<file path="src/rtl/smda_pkg.sv">
package smda_pkg;

   typedef enum logic {
      SEQ_IDLE = 1'b0,
      SEQ_RUN  = 1'b1
   } seq_state_t;

   function automatic int plane_bits(input int planes);
      return (planes > 1) ? $clog2(planes) : 1;
   endfunction

endpackage

</file>
<file path="src/rtl/smda_seq.sv">
module smda_seq
   import smda_pkg::*;
#(
   parameter int R  = 2,
   parameter int B  = 8,
   parameter int W  = 16,
   parameter int PW = 3
) (
   input  logic           clk,
   input  logic           rst_n,
   input  logic           start,
   input  logic [R*B-1:0] cur_bits,
   input  logic [R*B-1:0] old_bits,
   input  logic [W-1:0]   err_pos,
   input  logic [W-1:0]   err_neg,
   output logic           busy,
   output logic [PW-1:0]  step,
   output logic [R-1:0]   rd_addr,
   output logic [R-1:0]   up_addr,
   output logic [W-1:0]   ep_q,
   output logic [W-1:0]   en_q
);
   localparam logic [PW-1:0] LAST = PW'(B - 1);

   seq_state_t      state_q;
   logic [PW-1:0]   step_q;
   logic [PW-1:0]   rev_step;
   logic [R*B-1:0]  cur_q;
   logic [R*B-1:0]  old_q;

   always_ff @(posedge clk) begin
      if (!rst_n) begin
         state_q <= SEQ_IDLE;
         step_q  <= '0;
         cur_q   <= '0;
         old_q   <= '0;
         ep_q    <= '0;
         en_q    <= '0;
      end else begin
         case (state_q)
            SEQ_IDLE: begin
               if (start) begin
                  state_q <= SEQ_RUN;
                  step_q  <= '0;
                  cur_q   <= cur_bits;
                  old_q   <= old_bits;
                  ep_q    <= err_pos;
                  en_q    <= err_neg;
               end
            end
            default: begin
               if (step_q == LAST) begin
                  state_q <= SEQ_IDLE;
                  step_q  <= '0;
               end else begin
                  step_q <= step_q + 1'b1;
               end
            end
         endcase
      end
   end

   assign busy     = (state_q == SEQ_RUN);
   assign step     = step_q;
   assign rev_step = LAST - step_q;

   for (genvar i = 0; i < R; i++) begin : g_tap
      logic [B-1:0] cur_word;
      logic [B-1:0] old_word;
      assign cur_word   = cur_q[i*B +: B];
      assign old_word   = old_q[i*B +: B];
      assign rd_addr[i] = cur_word[step_q];
      assign up_addr[i] = old_word[rev_step];
   end

endmodule

</file>
<file path="src/rtl/smda_table.sv">
module smda_table #(
   parameter int R       = 2,
   parameter int W       = 16,
   parameter bit PRELOAD = 1'b1
) (
   input  logic         clk,
   input  logic         rst_n,
   input  logic         rd_en,
   input  logic [R-1:0] rd_addr,
   input  logic         up_en,
   input  logic [R-1:0] up_addr,
   input  logic [W-1:0] e_pos,
   input  logic [W-1:0] e_neg,
   output logic [W-1:0] rd_data
);
   localparam int           D     = 1 << R;
   localparam logic [R-1:0] MSB_M = R'(1 << (R - 1));

   logic [W-1:0] ent_q [D];
   logic         wr_en;
   logic [R-1:0] wr_a;
   logic [R-1:0] wr_b;
   logic [W-1:0] wr_va;
   logic [W-1:0] wr_vb;
   logic [D-1:0] hit_a;
   logic [D-1:0] hit_b;
   logic [W-1:0] rd_q;

   assign wr_b = wr_a ^ MSB_M;

   // write decoders: one for the addressed entry, one for its partner
   for (genvar j = 0; j < D; j++) begin : g_dec
      assign hit_a[j] = wr_en && (wr_a == R'(j));
      assign hit_b[j] = wr_en && (wr_b == R'(j));
   end

   // entry value as seen after the write of this cycle lands
   function automatic logic [W-1:0] look(input logic [R-1:0] x);
      if (hit_a[x]) return wr_va;
      if (hit_b[x]) return wr_vb;
      return ent_q[x];
   endfunction

   if (PRELOAD) begin : g_pre
      logic         pl_vld;
      logic [R-1:0] pl_a;
      logic [W-1:0] pl_va;
      logic [W-1:0] pl_vb;
      logic [W-1:0] pl_ep;
      logic [W-1:0] pl_en;

      always_ff @(posedge clk) begin
         if (!rst_n) begin
            pl_vld <= 1'b0;
            pl_a   <= '0;
            pl_va  <= '0;
            pl_vb  <= '0;
            pl_ep  <= '0;
            pl_en  <= '0;
         end else begin
            pl_vld <= up_en;
            if (up_en) begin
               pl_a  <= up_addr;
               pl_va <= look(up_addr);
               pl_vb <= look(up_addr ^ MSB_M);
               pl_ep <= e_pos;
               pl_en <= e_neg;
            end
         end
      end

      assign wr_en = pl_vld;
      assign wr_a  = pl_a;
      assign wr_va = pl_va + pl_ep;
      assign wr_vb = pl_vb + pl_en;
   end else begin : g_direct
      assign wr_en = up_en;
      assign wr_a  = up_addr;
      assign wr_va = ent_q[up_addr] + e_pos;
      assign wr_vb = ent_q[up_addr ^ MSB_M] + e_neg;
   end

   always_ff @(posedge clk) begin
      if (!rst_n) begin
         for (int j = 0; j < D; j++) ent_q[j] <= '0;
      end else begin
         for (int j = 0; j < D; j++) begin
            if (hit_a[j])      ent_q[j] <= wr_va;
            else if (hit_b[j]) ent_q[j] <= wr_vb;
         end
      end
   end

   always_ff @(posedge clk) begin
      if (!rst_n)     rd_q <= '0;
      else if (rd_en) rd_q <= look(rd_addr);
   end

   assign rd_data = rd_q;

endmodule

</file>
<file path="src/rtl/smda_dual_update.sv">
module smda_dual_update
   import smda_pkg::*;
#(
   parameter int R       = 2,
   parameter int B       = 8,
   parameter int W       = 16,
   parameter bit PRELOAD = 1'b1,
   localparam int PW     = plane_bits(B)
) (
   input  logic           clk,
   input  logic           rst_n,
   input  logic           start,
   input  logic [R*B-1:0] cur_bits,
   input  logic [R*B-1:0] old_bits,
   input  logic [W-1:0]   err_pos,
   input  logic [W-1:0]   err_neg,
   output logic           busy,
   output logic           pp_valid,
   output logic [PW-1:0]  pp_plane,
   output logic [W-1:0]   pp_data
);
   if (R < 1 || R > 10) begin : g_bad_r
      $error("smda_dual_update: R out of range");
   end
   if (B < 2) begin : g_bad_b
      $error("smda_dual_update: B must be at least 2");
   end
   if (W < 2) begin : g_bad_w
      $error("smda_dual_update: W must be at least 2");
   end

   logic          run;
   logic [PW-1:0] step;
   logic [R-1:0]  rd_addr;
   logic [R-1:0]  up_addr;
   logic [W-1:0]  ep_q;
   logic [W-1:0]  en_q;
   logic          vld_q;
   logic [PW-1:0] plane_q;

   smda_seq #(.R(R), .B(B), .W(W), .PW(PW)) u_seq (
      .clk      (clk),
      .rst_n    (rst_n),
      .start    (start),
      .cur_bits (cur_bits),
      .old_bits (old_bits),
      .err_pos  (err_pos),
      .err_neg  (err_neg),
      .busy     (run),
      .step     (step),
      .rd_addr  (rd_addr),
      .up_addr  (up_addr),
      .ep_q     (ep_q),
      .en_q     (en_q)
   );

   smda_table #(.R(R), .W(W), .PRELOAD(PRELOAD)) u_tab (
      .clk     (clk),
      .rst_n   (rst_n),
      .rd_en   (run),
      .rd_addr (rd_addr),
      .up_en   (run),
      .up_addr (up_addr),
      .e_pos   (ep_q),
      .e_neg   (en_q),
      .rd_data (pp_data)
   );

   always_ff @(posedge clk) begin
      if (!rst_n) begin
         vld_q   <= 1'b0;
         plane_q <= '0;
      end else begin
         vld_q <= run;
         if (run) plane_q <= step;
      end
   end

   assign busy     = run;
   assign pp_valid = vld_q;
   assign pp_plane = plane_q;

endmodule

</file>
<file path="config.mk">
export PLATFORM = sky130hd
export DESIGN_NAME = smda_dual_update
export DESIGN_NICKNAME = d
export VERILOG_FILES = /design/src/rtl/smda_pkg.sv /design/src/rtl/smda_seq.sv /design/src/rtl/smda_table.sv /design/src/rtl/smda_dual_update.sv
export SDC_FILE = /design/constraint.sdc
export NUM_CORES = 1
export LEC_CHECK = 0
export BUFFER_PORTS_ARGS = -buffer_cell sky130_fd_sc_hd__buf_2
export CORE_MARGIN = 2
export CORE_UTILIZATION = 30
export CTS_CLUSTER_DIAMETER = 30
export DETAILED_ROUTE_END_ITERATION = 6
export HOLD_SLACK_MARGIN = 0.05
export PLACE_DENSITY = 0.56
export SYNTH_ARGS = -nofsm -noshare
export SYNTH_HDL_FRONTEND = slang
export SYNTH_SLANG_ARGS = --single-unit
</file>
<file path="constraint.sdc">
create_clock -name clk -period 5.3 [get_ports clk]
set_clock_uncertainty 0.15 [all_clocks]
set_input_delay 0.795 -clock clk [delete_from_list [all_inputs] [get_ports clk]]
set_output_delay 0.795 -clock clk [all_outputs]
set_load 0.05 [all_outputs]
</file>
==> insert_results.sql <==
INSERT INTO impl_metrics (metric_group, metric, value, unit) VALUES
('pwr', 'p_seq_frac', '0.344', ''),
('place', 'io_buffer_count', '87', ''),
('timing', 'final_min_period_over_clock_period', '0.662', ''),
('logic_synthesis', 'synth_warnings', '0', ''),
('cts', 'number_of_buffers_inserted_by_post_cts_setup_repair', '0', ''),
('timing', 'timing_max_transition_violations_final', '0', ''),
('logic_synthesis', 'synth_enable_flop_cells', '64', ''),
('setup_path', 'cp_cell_sequence', 'mux4_2, mux2i_2, mux2i_1, nand2_1, mux2_2, o211ai_1, a21oi_1', ''),
('cts', 'clk-insertion-delay-late', '560', 'ps'),
('cts', 'clock-sinks', '218', ''),
('logic_synthesis', 'synthDominantAreaCellType', 'sky130_fd_sc_hd__dfxtp_1', ''),
('drt', 'wl_per_cell', '18.3', 'um'),
('place', 'hpwl_after_detailed_placement', '25.4', 'mm'),
('global_route', 'grt_pass1_vias', '9680', ''),
('logic_synthesis', 'synth.ff_latch_count', '218', ''),
('logic_synthesis', 'post_synth_top_area_share', '0.258', ''),
('timing', 'tightestPinTransition', '1170', 'ps'),
('setup_path', 'worstPathRequired', '5600', 'ps'),
('status', 'run_status', 'finished, final reports clean', ''),
('floorplanning', 'die_area', '41500', 'sq um'),
('floorplanning', 'ios', '88', ''),
('layout', 'final-seq-area', '5010', 'sq um'),
('drt', 'detail-route-antenna-nets', '0', ''),
('cts', 'ctsResizeCount', '0', ''),
('setup_path', 'reg2reg_to', 'u_tab.rd_data[2]', ''),
('logic_synthesis', 'post_synth_top_flop', 'sky130_fd_sc_hd__dfxtp_1', ''),
('layout', 'multi_input_area', '6530', 'sq um'),
('timing', 'setup_violations', '0', ''),
('cts', 'clk_pin_slew', '50', 'ps'),
('setup_path', 'timing.critical_path.fanout_max', '17', ''),
('logic_synthesis', 'mappedNetlistArea', '12000', 'sq um'),
('logic_synthesis', 'synth_area_per_cell', '9.12', 'sq um'),
('timing', 'max_freq', '285', 'MHz'),
('cts', 'tritoncts_clock_tree', 'done', ''),
('drt', 'drt_first_iter_violations', '604', ''),
('logic_synthesis', 'post_synth_num_cell_types', '66', ''),
('timing', 'rsz0062_at_grt', 'false', ''),
('place', 'placed_cell_area', '12800', 'sq um'),
('setup_path', 'cp-end-kind', 'register', ''),
('timing', 'report.final.hold_viol_count', '0', ''),
('drt', 'detailroute.via_count', '9946', ''),
('logic_synthesis', 'synth-seq-area-share', '0.418', ''),
('floorplanning', 'floorplan.initialDensity', '0.303', ''),
('cts', 'cts_inserted_buffers', '45', ''),
('worst_hold_path', 'hold_ep', 'u_seq.ep_q[10]', ''),
('timing', 'fin_setup_tns', '0', 'ps'),
('drt', 'drc', '0', ''),
('setup_path', 'ff2ff_path_depth', '7', ''),
('worst_hold_path', 'hold_path_depth', '2', ''),
('layout', 'num-fill-cells', '3937', ''),
('global_route', 'antenna_violations_before_repair', '0', ''),
('floorplanning', 'core_area', '39500', 'sq um'),
('global_route', 'grt_pass1_wl', '56.0', 'mm'),
('cts', 'htree_levels', '2', ''),
('setup_path', 'critPathKind', 'reg2reg', ''),
('pwr', 'leakage', '6.15', 'nW'),
('setup_path', 'slowest_cp_cell', 'sky130_fd_sc_hd__nand2_1', ''),
('worst_hold_path', 'holdCritStartpoint', 'u_seq.ep_q[10]', ''),
('cts', 'ctsRootBufferMaster', 'sky130_fd_sc_hd__clkbuf_16', ''),
('pwr', 'switching_fraction', '0.281', ''),
('worst_hold_path', 'hold_path.class', 'reg2reg', ''),
('floorplanning', 'rows', '73', ''),
('pwr', 'power.combinational.fraction', '0.141', ''),
('pwr', 'power-per-cell-area', '382', 'nW/um^2'),
('global_route', 'grt_start_max_net_pins', '118', ''),
('setup_path', 'cp_slowest_stage_delay', '640', 'ps'),
('layout', 'final_area', '14400', 'sq um'),
('setup_path', 'start_kind', 'register', ''),
('logic_synthesis', 'postSynthNetCount', '1413', ''),
('setup_path', 'r2r_setup_slack', '1790', 'ps'),
('cts', 'clk_path_buf_depth', '3', '');
==> metrics by stage <==
step / util / setup WS, ps / hold slack (ps) / std cells / total power, mW
2_1_floorplan: - / 2490 / 281 / 1312 / 2.45
3_3_place_gp: 0.325 / 1940 / 292 / 1850 / 2.68
3_5_place_dp: 0.325 / 1810 / 297 / 1850 / 2.69
4_1_cts: 0.364 / 1820 / 303 / 1931 / 5.53
5_1_grt: 0.364 / 1490 / 315 / 1931 / 5.70
6_report: 0.364 / 1790 / 303 / 1931 / 5.50
==> power groups by stage <==
| stage | combinational (mW) | sequential, mW | clock, mW |
|---|---|---|---|
| 4_1_cts | 0.772 | 1.89 | 2.87 |
| 6_report | 0.776 | 1.89 | 2.83 |
| 2_1_floorplan | 0.532 | 1.92 | 0 |
| 3_5_place_dp | 0.769 | 1.92 | 0 |
| 5_1_grt | 0.845 | 1.90 | 2.95 |
| 3_3_place_gp | 0.759 | 1.92 | 0 |
==> worst max-delay path by stage <==
| stage | startpoint | end | slack, ps | depth (start not counted) |
|---|---|---|---|---|
| global placement | u_seq.step[2] | u_tab.rd_data[4] | 1940 | 7 |
| floorplan | u_tab.g_pre.pl_ep[0] | u_tab.ent_q[2][12] | 2490 | 9 |
| CTS | u_seq.step[2] | u_tab.rd_data[2] | 1820 | 7 |
| finish | u_seq.step[2] | u_tab.rd_data[2] | 1790 | 7 |
| detailed placement | u_seq.step[2] | u_tab.rd_data[2] | 1810 | 7 |
| global route | u_seq.step[2] | u_tab.rd_data[2] | 1490 | 7 |
==> synth_stat cells, types with 17 or more instances <==
master                       n
sky130_fd_sc_hd__nand2_1   220
sky130_fd_sc_hd__mux2i_1   167
sky130_fd_sc_hd__dfxtp_1   154
sky130_fd_sc_hd__nor2_1    140
sky130_fd_sc_hd__a21oi_1   107
sky130_fd_sc_hd__edfxtp_1   64
sky130_fd_sc_hd__clkbuf_1   60
sky130_fd_sc_hd__o21ai_0    33
sky130_fd_sc_hd__ha_1       32
sky130_fd_sc_hd__nand3_1    23
sky130_fd_sc_hd__buf_2      19
sky130_fd_sc_hd__inv_1      18
sky130_fd_sc_hd__xnor2_1    17
==> logic make-up (layout without fill, tap and decap cells) <==
family,count (synthesis),in the layout,synth area share
compound gates,267,267,0.144
simple gates,461,461,0.164
buf+inv,111,205,0.0377
mux,192,192,0.177
xor+xnor,29,29,0.0225
flops,218,218,0.418
fa+ha+maj,34,34,0.0368
==> state kept, by name (all words and copies together) (netlist names) <==
name,flops
pp_plane,3
u_seq.busy,1
u_seq.cur_q,16
u_seq.en_q,16
u_seq.ep_q,16
u_seq.old_q,16
u_seq.step,3
u_tab.ent_q,64
u_tab.g_pre.pl_a,2
u_tab.g_pre.pl_en,16
u_tab.g_pre.pl_ep,16
u_tab.g_pre.pl_va,16
u_tab.g_pre.pl_vb,16
u_tab.g_pre.pl_vld,1
u_tab.rd_data,16
==> per-layer routing <==
metal	share of wire	global-route usage	vias up
li1	-	-	4826
met1	0.45	0.229	4759
met2	0.47	0.289	310
met3	0.051	0.0233	51
met4	0.022	0.0521	0
met5	0	0	-
==> final cells by class <==
class | count | share of cell area
timing repair buffer | 103 | 0.0395
multi-input combinational | 983 | 0.454
sequential | 218 | 0.348
inverter | 21 | 0.00565
clock buffer | 51 | 0.0820
clock inverter | 30 | 0.0254
tap | 525 | 0.0457
==> worst max-delay path, delay by kind of cell (launching register included) <==
kind / cells / cell delay (ps)
AOI/OAI and AO/OA: 2 / 260
DFF: 1 / 590
muxes: 4 / 1750
and+or+nand+nor: 1 / 640
==> cells in the final DEF (no fill, tap or decap), drive strengths merged, types with 13 or more instances in the layout <==
cell	Yosys	routed
ha	32	32
clkbuf	60	51
a21oi	107	107
mux2i	170	170
o211ai	13	13
xnor2	19	19
o21ai	35	35
a31oi	13	13
inv	19	21
clkinv	2	22
nor2	142	142
a311oi	14	14
nand3	23	23
dfxtp	154	154
buf	30	103
nor2b	13	13
edfxtp	64	64
nand2	222	222
Note: power is estimated with default switching activity, not from simulation.
